<file path="src/rtl/ovf_timer_pkg.sv">
package ovf_timer_pkg;
  typedef enum logic [1:0] {
    ADDR_CTRL = 2'd0,
    ADDR_CNT  = 2'd1,
    ADDR_IRQ  = 2'd2,
    ADDR_NONE = 2'd3
  } reg_addr_e;

  localparam int unsigned CTRL_BYPASS_BIT = 3;
  localparam int unsigned IRQ_FLAG_BIT    = 2;
  localparam int unsigned IRQ_EN_BIT      = 5;
endpackage

</file>
<file path="src/rtl/ovf_prescaler.sv">
module ovf_prescaler #(
  parameter int unsigned RATE_W = 3
) (
  input  logic              clk_i,
  input  logic              rst_ni,
  input  logic              tick_i,
  input  logic              clear_i,
  input  logic              bypass_i,
  input  logic [RATE_W-1:0] rate_i,
  output logic              inc_o
);
  localparam int unsigned PRE_W = 1 << RATE_W;

  logic [PRE_W-1:0]  pre_q;
  logic [PRE_W-1:0]  mask;
  logic [RATE_W-1:0] shamt;
  logic              hit;

  // mask of (rate+1) low ones: period 2^(rate+1)
  assign shamt = RATE_W'(PRE_W - 1) - rate_i;
  assign mask  = {PRE_W{1'b1}} >> shamt;
  assign hit   = (pre_q & mask) == mask;
  assign inc_o = tick_i & (bypass_i | hit);

  always_ff @(posedge clk_i or negedge rst_ni) begin
    if (!rst_ni)      pre_q <= '0;
    else if (clear_i) pre_q <= '0;
    else if (tick_i)  pre_q <= pre_q + 1'b1;
  end
endmodule

</file>
<file path="src/rtl/ovf_count.sv">
module ovf_count #(
  parameter int unsigned CNT_W = 8
) (
  input  logic             clk_i,
  input  logic             rst_ni,
  input  logic             inc_i,
  input  logic             load_i,
  input  logic [CNT_W-1:0] load_val_i,
  output logic [CNT_W-1:0] count_o,
  output logic             ovf_o
);
  logic [CNT_W-1:0] cnt_q;

  assign count_o = cnt_q;
  assign ovf_o   = inc_i & ~load_i & (&cnt_q);

  always_ff @(posedge clk_i or negedge rst_ni) begin
    if (!rst_ni)     cnt_q <= '0;
    else if (load_i) cnt_q <= load_val_i;
    else if (inc_i)  cnt_q <= cnt_q + 1'b1;
  end
endmodule

</file>
<file path="src/rtl/ovf_irq_ctl.sv">
module ovf_irq_ctl (
  input  logic clk_i,
  input  logic rst_ni,
  input  logic ovf_i,
  input  logic wr_i,
  input  logic wflag_i,
  input  logic wen_i,
  output logic flag_o,
  output logic en_o,
  output logic irq_o
);
  logic flag_q, en_q;

  assign flag_o = flag_q;
  assign en_o   = en_q;
  assign irq_o  = flag_q & en_q;

  always_ff @(posedge clk_i or negedge rst_ni) begin
    if (!rst_ni) begin
      flag_q <= 1'b0;
      en_q   <= 1'b0;
    end else begin
      // software may only clear; overflow set wins
      flag_q <= ovf_i | (flag_q & ~(wr_i & ~wflag_i));
      if (wr_i) en_q <= wen_i;
    end
  end
endmodule

</file>
<file path="src/rtl/ovf_timer.sv">
module ovf_timer
  import ovf_timer_pkg::*;
#(
  parameter int unsigned CNT_W  = 8,
  parameter int unsigned RATE_W = 3
) (
  input  logic             clk_i,
  input  logic             rst_ni,
  input  logic             tick_i,
  input  logic             we_i,
  input  logic [1:0]       addr_i,
  input  logic [CNT_W-1:0] wdata_i,
  output logic [CNT_W-1:0] rdata_o,
  output logic             irq_o
);
  logic              bypass_q;
  logic [RATE_W-1:0] rate_q;
  logic              wr_ctrl, wr_cnt, wr_irq;
  logic              inc, ovf, flag, irq_en;
  logic [CNT_W-1:0]  count_q;

  assign wr_ctrl = we_i && (addr_i == ADDR_CTRL);
  assign wr_cnt  = we_i && (addr_i == ADDR_CNT);
  assign wr_irq  = we_i && (addr_i == ADDR_IRQ);

  always_ff @(posedge clk_i or negedge rst_ni) begin
    if (!rst_ni) begin
      bypass_q <= 1'b1;
      rate_q   <= '1;
    end else if (wr_ctrl) begin
      bypass_q <= wdata_i[CTRL_BYPASS_BIT];
      rate_q   <= wdata_i[RATE_W-1:0];
    end
  end

  ovf_prescaler #(.RATE_W(RATE_W)) u_pre (
    .clk_i   (clk_i),
    .rst_ni  (rst_ni),
    .tick_i  (tick_i),
    .clear_i (wr_ctrl | wr_cnt),
    .bypass_i(bypass_q),
    .rate_i  (rate_q),
    .inc_o   (inc)
  );

  ovf_count #(.CNT_W(CNT_W)) u_cnt (
    .clk_i     (clk_i),
    .rst_ni    (rst_ni),
    .inc_i     (inc),
    .load_i    (wr_cnt),
    .load_val_i(wdata_i),
    .count_o   (count_q),
    .ovf_o     (ovf)
  );

  ovf_irq_ctl u_irq (
    .clk_i  (clk_i),
    .rst_ni (rst_ni),
    .ovf_i  (ovf),
    .wr_i   (wr_irq),
    .wflag_i(wdata_i[IRQ_FLAG_BIT]),
    .wen_i  (wdata_i[IRQ_EN_BIT]),
    .flag_o (flag),
    .en_o   (irq_en),
    .irq_o  (irq_o)
  );

  always_comb begin
    rdata_o = '0;
    unique case (addr_i)
      ADDR_CTRL: begin
        rdata_o[CTRL_BYPASS_BIT] = bypass_q;
        rdata_o[RATE_W-1:0]      = rate_q;
      end
      ADDR_CNT:  rdata_o = count_q;
      ADDR_IRQ: begin
        rdata_o[IRQ_FLAG_BIT] = flag;
        rdata_o[IRQ_EN_BIT]   = irq_en;
      end
      default:   rdata_o = '0;
    endcase
  end
endmodule

</file>
<file path="config.mk">
export PLATFORM = sky130hd
export DESIGN_NAME = ovf_timer
export DESIGN_NICKNAME = d
export VERILOG_FILES = /design/src/rtl/ovf_timer_pkg.sv /design/src/rtl/ovf_prescaler.sv /design/src/rtl/ovf_count.sv /design/src/rtl/ovf_irq_ctl.sv /design/src/rtl/ovf_timer.sv
export SDC_FILE = /design/constraint.sdc
export NUM_CORES = 1
export LEC_CHECK = 0
export BUFFER_PORTS_ARGS = -buffer_cell sky130_fd_sc_hd__buf_2
export CELL_PAD_IN_SITES_DETAIL_PLACEMENT = 0
export CELL_PAD_IN_SITES_GLOBAL_PLACEMENT = 1
export CORE_MARGIN = 8
export CORE_UTILIZATION = 42
export DETAILED_ROUTE_END_ITERATION = 7
export PLACE_DENSITY = 0.74
export REMOVE_ABC_BUFFERS = 1
export SKIP_CTS_REPAIR_TIMING = 1
export SLEW_MARGIN = 20
export SYNTH_ARGS = -nofsm -noshare
export SYNTH_HDL_FRONTEND = slang
export SYNTH_SLANG_ARGS = --single-unit
</file>
<file path="constraint.sdc">
create_clock -name clk_i -period 1.8 [get_ports clk_i]
set_input_delay 0.45 -clock clk_i [delete_from_list [all_inputs] [get_ports clk_i]]
set_output_delay 0.45 -clock clk_i [all_outputs]
set_load 0.02 [all_outputs]
</file>
Word level (Yosys, flattened, before mapping)
Cells that the tools add are included.
Word-level totals
  register bits after elaboration: 22
  bits of input ports: 14
  logic and storage cells: 43
Operators by class
  add/subtract/negate cells: 3
  equal/unequal tests: 3
  shifts and indexed selects: 1
  multiplexer cells: 10
  bitwise logic cells: 13
  reduce and logical (&&, ||, !) cells: 7
Operators by type and width (count)
  $mux W8: 4
  $add A8 B1 Y8 const B: 2
  $and A8 B8 Y8: 1
  $eq A8 B8 Y1: 1
  $reduce_and A8 Y1: 1
  $shr A8 B3 Y8 const A: 1
  $and A1 B1 Y1: 6
  $pmux W1 S2: 2
  $pmux W2 S2: 1
  $reduce_bool A2 Y1: 2
  $logic_and A1 B1 Y1: 3
  $not A1 Y1: 3
  $or A1 B1 Y1: 3
  $pmux W1 S3: 1
  $sub A3 B3 Y3 const A: 1
  $eq A2 B1 Y1 const B: 1
  $eq A2 B2 Y1 const B: 1
  $logic_not A2 Y1: 1
  $mux W2: 1
  $mux W1: 1

Longest topological paths before layout
  word-level depth: 9
  depth in mapped cells: 6
  depth with buffers taken out: 6

Cells and area by module
A second synthesis with hierarchy kept.
Unflattened totals
  cell total of the unflattened synthesis: 134
  area, all modules: 1327.5 um2
By module, submodules not included
  ovf_count: instances 1, cells an instance 50, area each 457.9 um2
  ovf_prescaler: instances 1, cells an instance 49, area each 452.9 um2
  ovf_timer: instances 1, cells an instance 29, area each 331.6 um2
  ovf_irq_ctl: instances 1, cells an instance 6, area each 85.1 um2

Worst setup path after synthesis
OpenSTA, ideal clock, no wires.
  path type: input-to-output
  start point: input addr_i[1]
  end point: output rdata_o[5]
  arrival time: 1.336 ns
  required time: 1.350 ns
  slack: 0.014 ns
  stages: 5
  path buffers: 1
  cells stage by stage: inv_1 -> ha_1 -> clkbuf_1 -> a22oi_1 -> nor2b_1
Between the ends
  word-level cells in the longest chain between the ends: 2
  elaborated cells between the ends (all ways): 3
  those cells by class: eq/ne: 2; mux: 1
RTL lines
  start: declaration: RTL line ovf_timer.sv:11  | input logic [1:0] addr_i,
  $eq A2 B2 Y1 / $eq A2 B1 Y1 (equally long branches): RTL line ovf_timer.sv:70  | unique case (addr_i)
  $pmux W1 S2 (*): RTL line ovf_timer.sv:70
  end: declaration: RTL line ovf_timer.sv:13  | output logic [CNT_W-1:0] rdata_o,
Every way passes the cells marked *; elsewhere a longest branch is shown, timed or not.

Final worst setup path
  start point: register u_cnt.cnt_q[2] (netlist: u_cnt.count_o[2])
  end point: output rdata_o[2]
Between the ends
  word-level cells in the longest chain between the ends: 1
RTL lines
  start: declaration: RTL line ovf_count.sv:12  | logic [CNT_W-1:0] cnt_q;
  start signal: assignment: RTL line ovf_count.sv:19  | else if (load_i) cnt_q <= load_val_i;
  start signal: assignment: RTL line ovf_count.sv:20  | else if (inc_i) cnt_q <= cnt_q + 1'b1;
  $pmux W1 S3: RTL line ovf_timer.sv:70
No other way between the ends.

==> results.yml <==
status:
  status: "finished with violations"
  violations: "setup timing"
critical_path:
  max_stage_delay_ns: 0.45
  critPathBufInv: 1
  end_kind: "output port"
  timing.rr.start: "rate_q[2]"
  cp_max_fo: 5
  reg2reg_slack_ns: 0.07
  crit_chain: "a222oi_1 -> nor2_1 -> buf_4"
  reg2reg_depth: 8
  cp_top_family: "flip-flops"
  slowest_stage: "dfrtp_1"
  start_kind: "register"
  worst-setup-path-type: "register to output port"
  required_ns: 1.35
  regToRegEndpoint: "u_cnt.count_o[2]"
  worst_ep_arrival_time_ns: 1.36
cells_and_area:
  fin_util_pct: 52.1
  drive_gt1_share_pct: 34.6
  syn2layout_area_growth_pct: 20.8
  num_antenna_cells: 0
  final_area_um2: 1570
  finalNetCount: 184
  n_fill_cell: 289
sta:
  fin_setup_tns_ns: -0.0124
  whs_ns: 0.0850
  rsz0062_at_grt: "yes"
  clock.fmax_mhz: 552
  finalHoldViolations: 0
  finalClockSkew_ns: 0.00301
  slew_headroom_pct: 67.0
  worst_slack_ns: -0.0124
  maxSlewViolCount: 0
  finalCriticalPeriod_ns: 1.81
  worstMarginPinSlew_ns: 0.495
  finalCritPeriodShare_pct: 101
  setup_viol: 1
floorplanning:
  initial_core_util_pct: 43.2
  pin_count: 23
  row_count: 20
  die_h_um: 71.6
  die-area_um2: 5120
  die_w_um: 71.6
  core_area_um2: 3000
detailed_routing:
  wl_per_cell_um: 15.5
  first_pass_iters: 4
  avgViaCountPerCell: 5.58
  ant_nets: 0
  drt-initial-drc-count: 36
  wl_mm: 3.03
  drc: 0
  num_vias: 1088
global_routing:
  antenna_found_initial: 0
  grt_pass1_wl_mm: 5.24
  grt.total_usage_pct: 12.7
  grt_pass1_vias: 1089
  grt_max_degree: 23
  grt_overflow: 0
pwr:
  leakage_nw: 0.722
  p_comb_share_pct: 34.3
  total_power_mw: 1.51
  p_clk_share_pct: 15.2
  seq_power_share_pct: 50.5
  powerDensity_nw_per_um2: 964
  peakVddDrop_uv: 434
  switching_share_pct: 36.8
  p_sw_mw: 0.555
  internal_power_mw: 0.954
yosys:
  postSynth.asyncResetShare_pct: 100
  synthTopCellsByArea: "dfrtp_1 (35%), dfstp_2 (8.1%), xor2_1 (6.8%), ha_1 (5.8%), mux2_2 (4.3%)"
  synthDominantCellAreaShare_pct: 34.7
  ys_warn_count: 0
  synth_cells: 131
  ys.flop_type: "dfrtp_1"
  synth_common_cells: "dfrtp_1 (18), nand2_1 (13), nor2_1 (12)"
  synth_edf_count: 0
  yosysMostFrequentCell: "dfrtp_1"
  synth_top_area_cell: "dfrtp_1"
  synth_area_per_cell_um2: 9.89
  synth_cell_type_count: 37
  syn_area_um2: 1300
  synth-seq-area-share_pct: 42.9
  ys_ff_latch: 22
job:
  max-cap-violations: 0
clock_network:
  cts-root-buf: "clkbuf_4"
  cts.clk_slew.worst_paths_ns: 0.12
  numCtsBuffers: 3
  cts_buffer_depth: 2
  cts_tree: "yes"
  cts.sinks: 22
  htreeDepth: 1
  clkLatencyLatePin_ns: 0.31
placed_design:
  numPortBuffers: 22
  dp_hpwl_mm: 2.31
  placed_area_um2: 1480
  gp_congestion: 0.778
min_path:
  hp-class: "primary input to async pin"
-- cell usage in the layout, fill, tap and decap left out, types with 2 or more instances in the layout --
cell type and instances:
buf_2 19, dfrtp_1 18, nand2_1 13, nor2_1 12, buf_4 12, xor2_1 10, o21ai_0 9, nand4_1 6
and2_1 5, mux2_2 5, and3_1 4, dfstp_2 4, a22o_1 3, nand3_1 3, ha_1 3, clkbuf_4 3
inv_2 2, nor2b_1 2, o21ai_1 2, mux2i_1 2, a21oi_1 2, or3_1 2, ha_2 2
-- stage by stage --
stage	std cells	setup WS (ns)
final	195	-0.0124
after global routing	195	-0.0483
after CTS	192	-0.0300
after detailed placement	189	-0.0259
after global placement	189	0.000225
after floorplan	128	0.121
-- layout make-up --
type	count	area, µm²	area share (%)
timing repair buffer	31	185	11.8
sequential	22	556	35.5
clock buffer	3	22.5	1.44
tap	33	41.3	2.64
inverter	3	11.3	0.719
multi-input combinational	103	749	47.9
-- worst register-to-register path, delay by kind of cell, from the launching register on --
family                 cells  cell delay (ns)
AO/OA/AOI/OAI              3             0.42
XOR/XNOR                   1             0.15
buffers and inverters      2             0.28
flip-flops                 1             0.61
AND/OR/NAND/NOR            2             0.16
-- routing by layer --
| metal | GRT usage (%) | wire length [µm] |
|---|---|---|
| met5 | 0 | 0 |
| met1 | 17.3 | 1470 |
| met3 | 2.79 | 144 |
| met4 | 5.44 | 48 |
| met2 | 18.7 | 1370 |
-- worst max-delay path by stage --
stage	startpoint	to	slack, ns	depth (start not counted)
6_report	u_cnt.count_o[2]	rdata_o[2]	-0.01	3
3_3_place_gp	addr_i[1]	rdata_o[2]	0.0002	6
4_1_cts	addr_i[1]	rdata_o[2]	-0.03	6
5_1_grt	u_cnt.count_o[2]	rdata_o[2]	-0.05	3
3_5_place_dp	addr_i[1]	rdata_o[2]	-0.03	6
2_1_floorplan	addr_i[1]	rdata_o[5]	0.12	4
-- state kept, by name, summed over array words and instances (netlist names) --
signal,flops
u_irq.flag_o,1
u_pre.pre_q,8
rate_q,3
u_cnt.count_o,8
u_irq.en_o,1
bypass_q,1
-- kinds of logic after synthesis --
group	share of synthesized area (%)
multiplexers	5.89
adder cells (fa/ha/maj)	5.79
AO/OA/AOI/OAI	14.6
flip-flops	42.9
AND/OR/NAND/NOR	21.6
buffers and inverters	1.83
XOR/XNOR	7.43
-- power by group through the flow --
stage                     Clock, mW  Sequential [mW]  Combinational (mW)
after floorplan                   0            0.732               0.336
after global placement            0            0.762               0.460
after detailed placement          0            0.771               0.469
after CTS                     0.235            0.760               0.473
after global routing          0.257            0.780               0.574
final                         0.229            0.762               0.518
(Power assumes the default switching activity.)
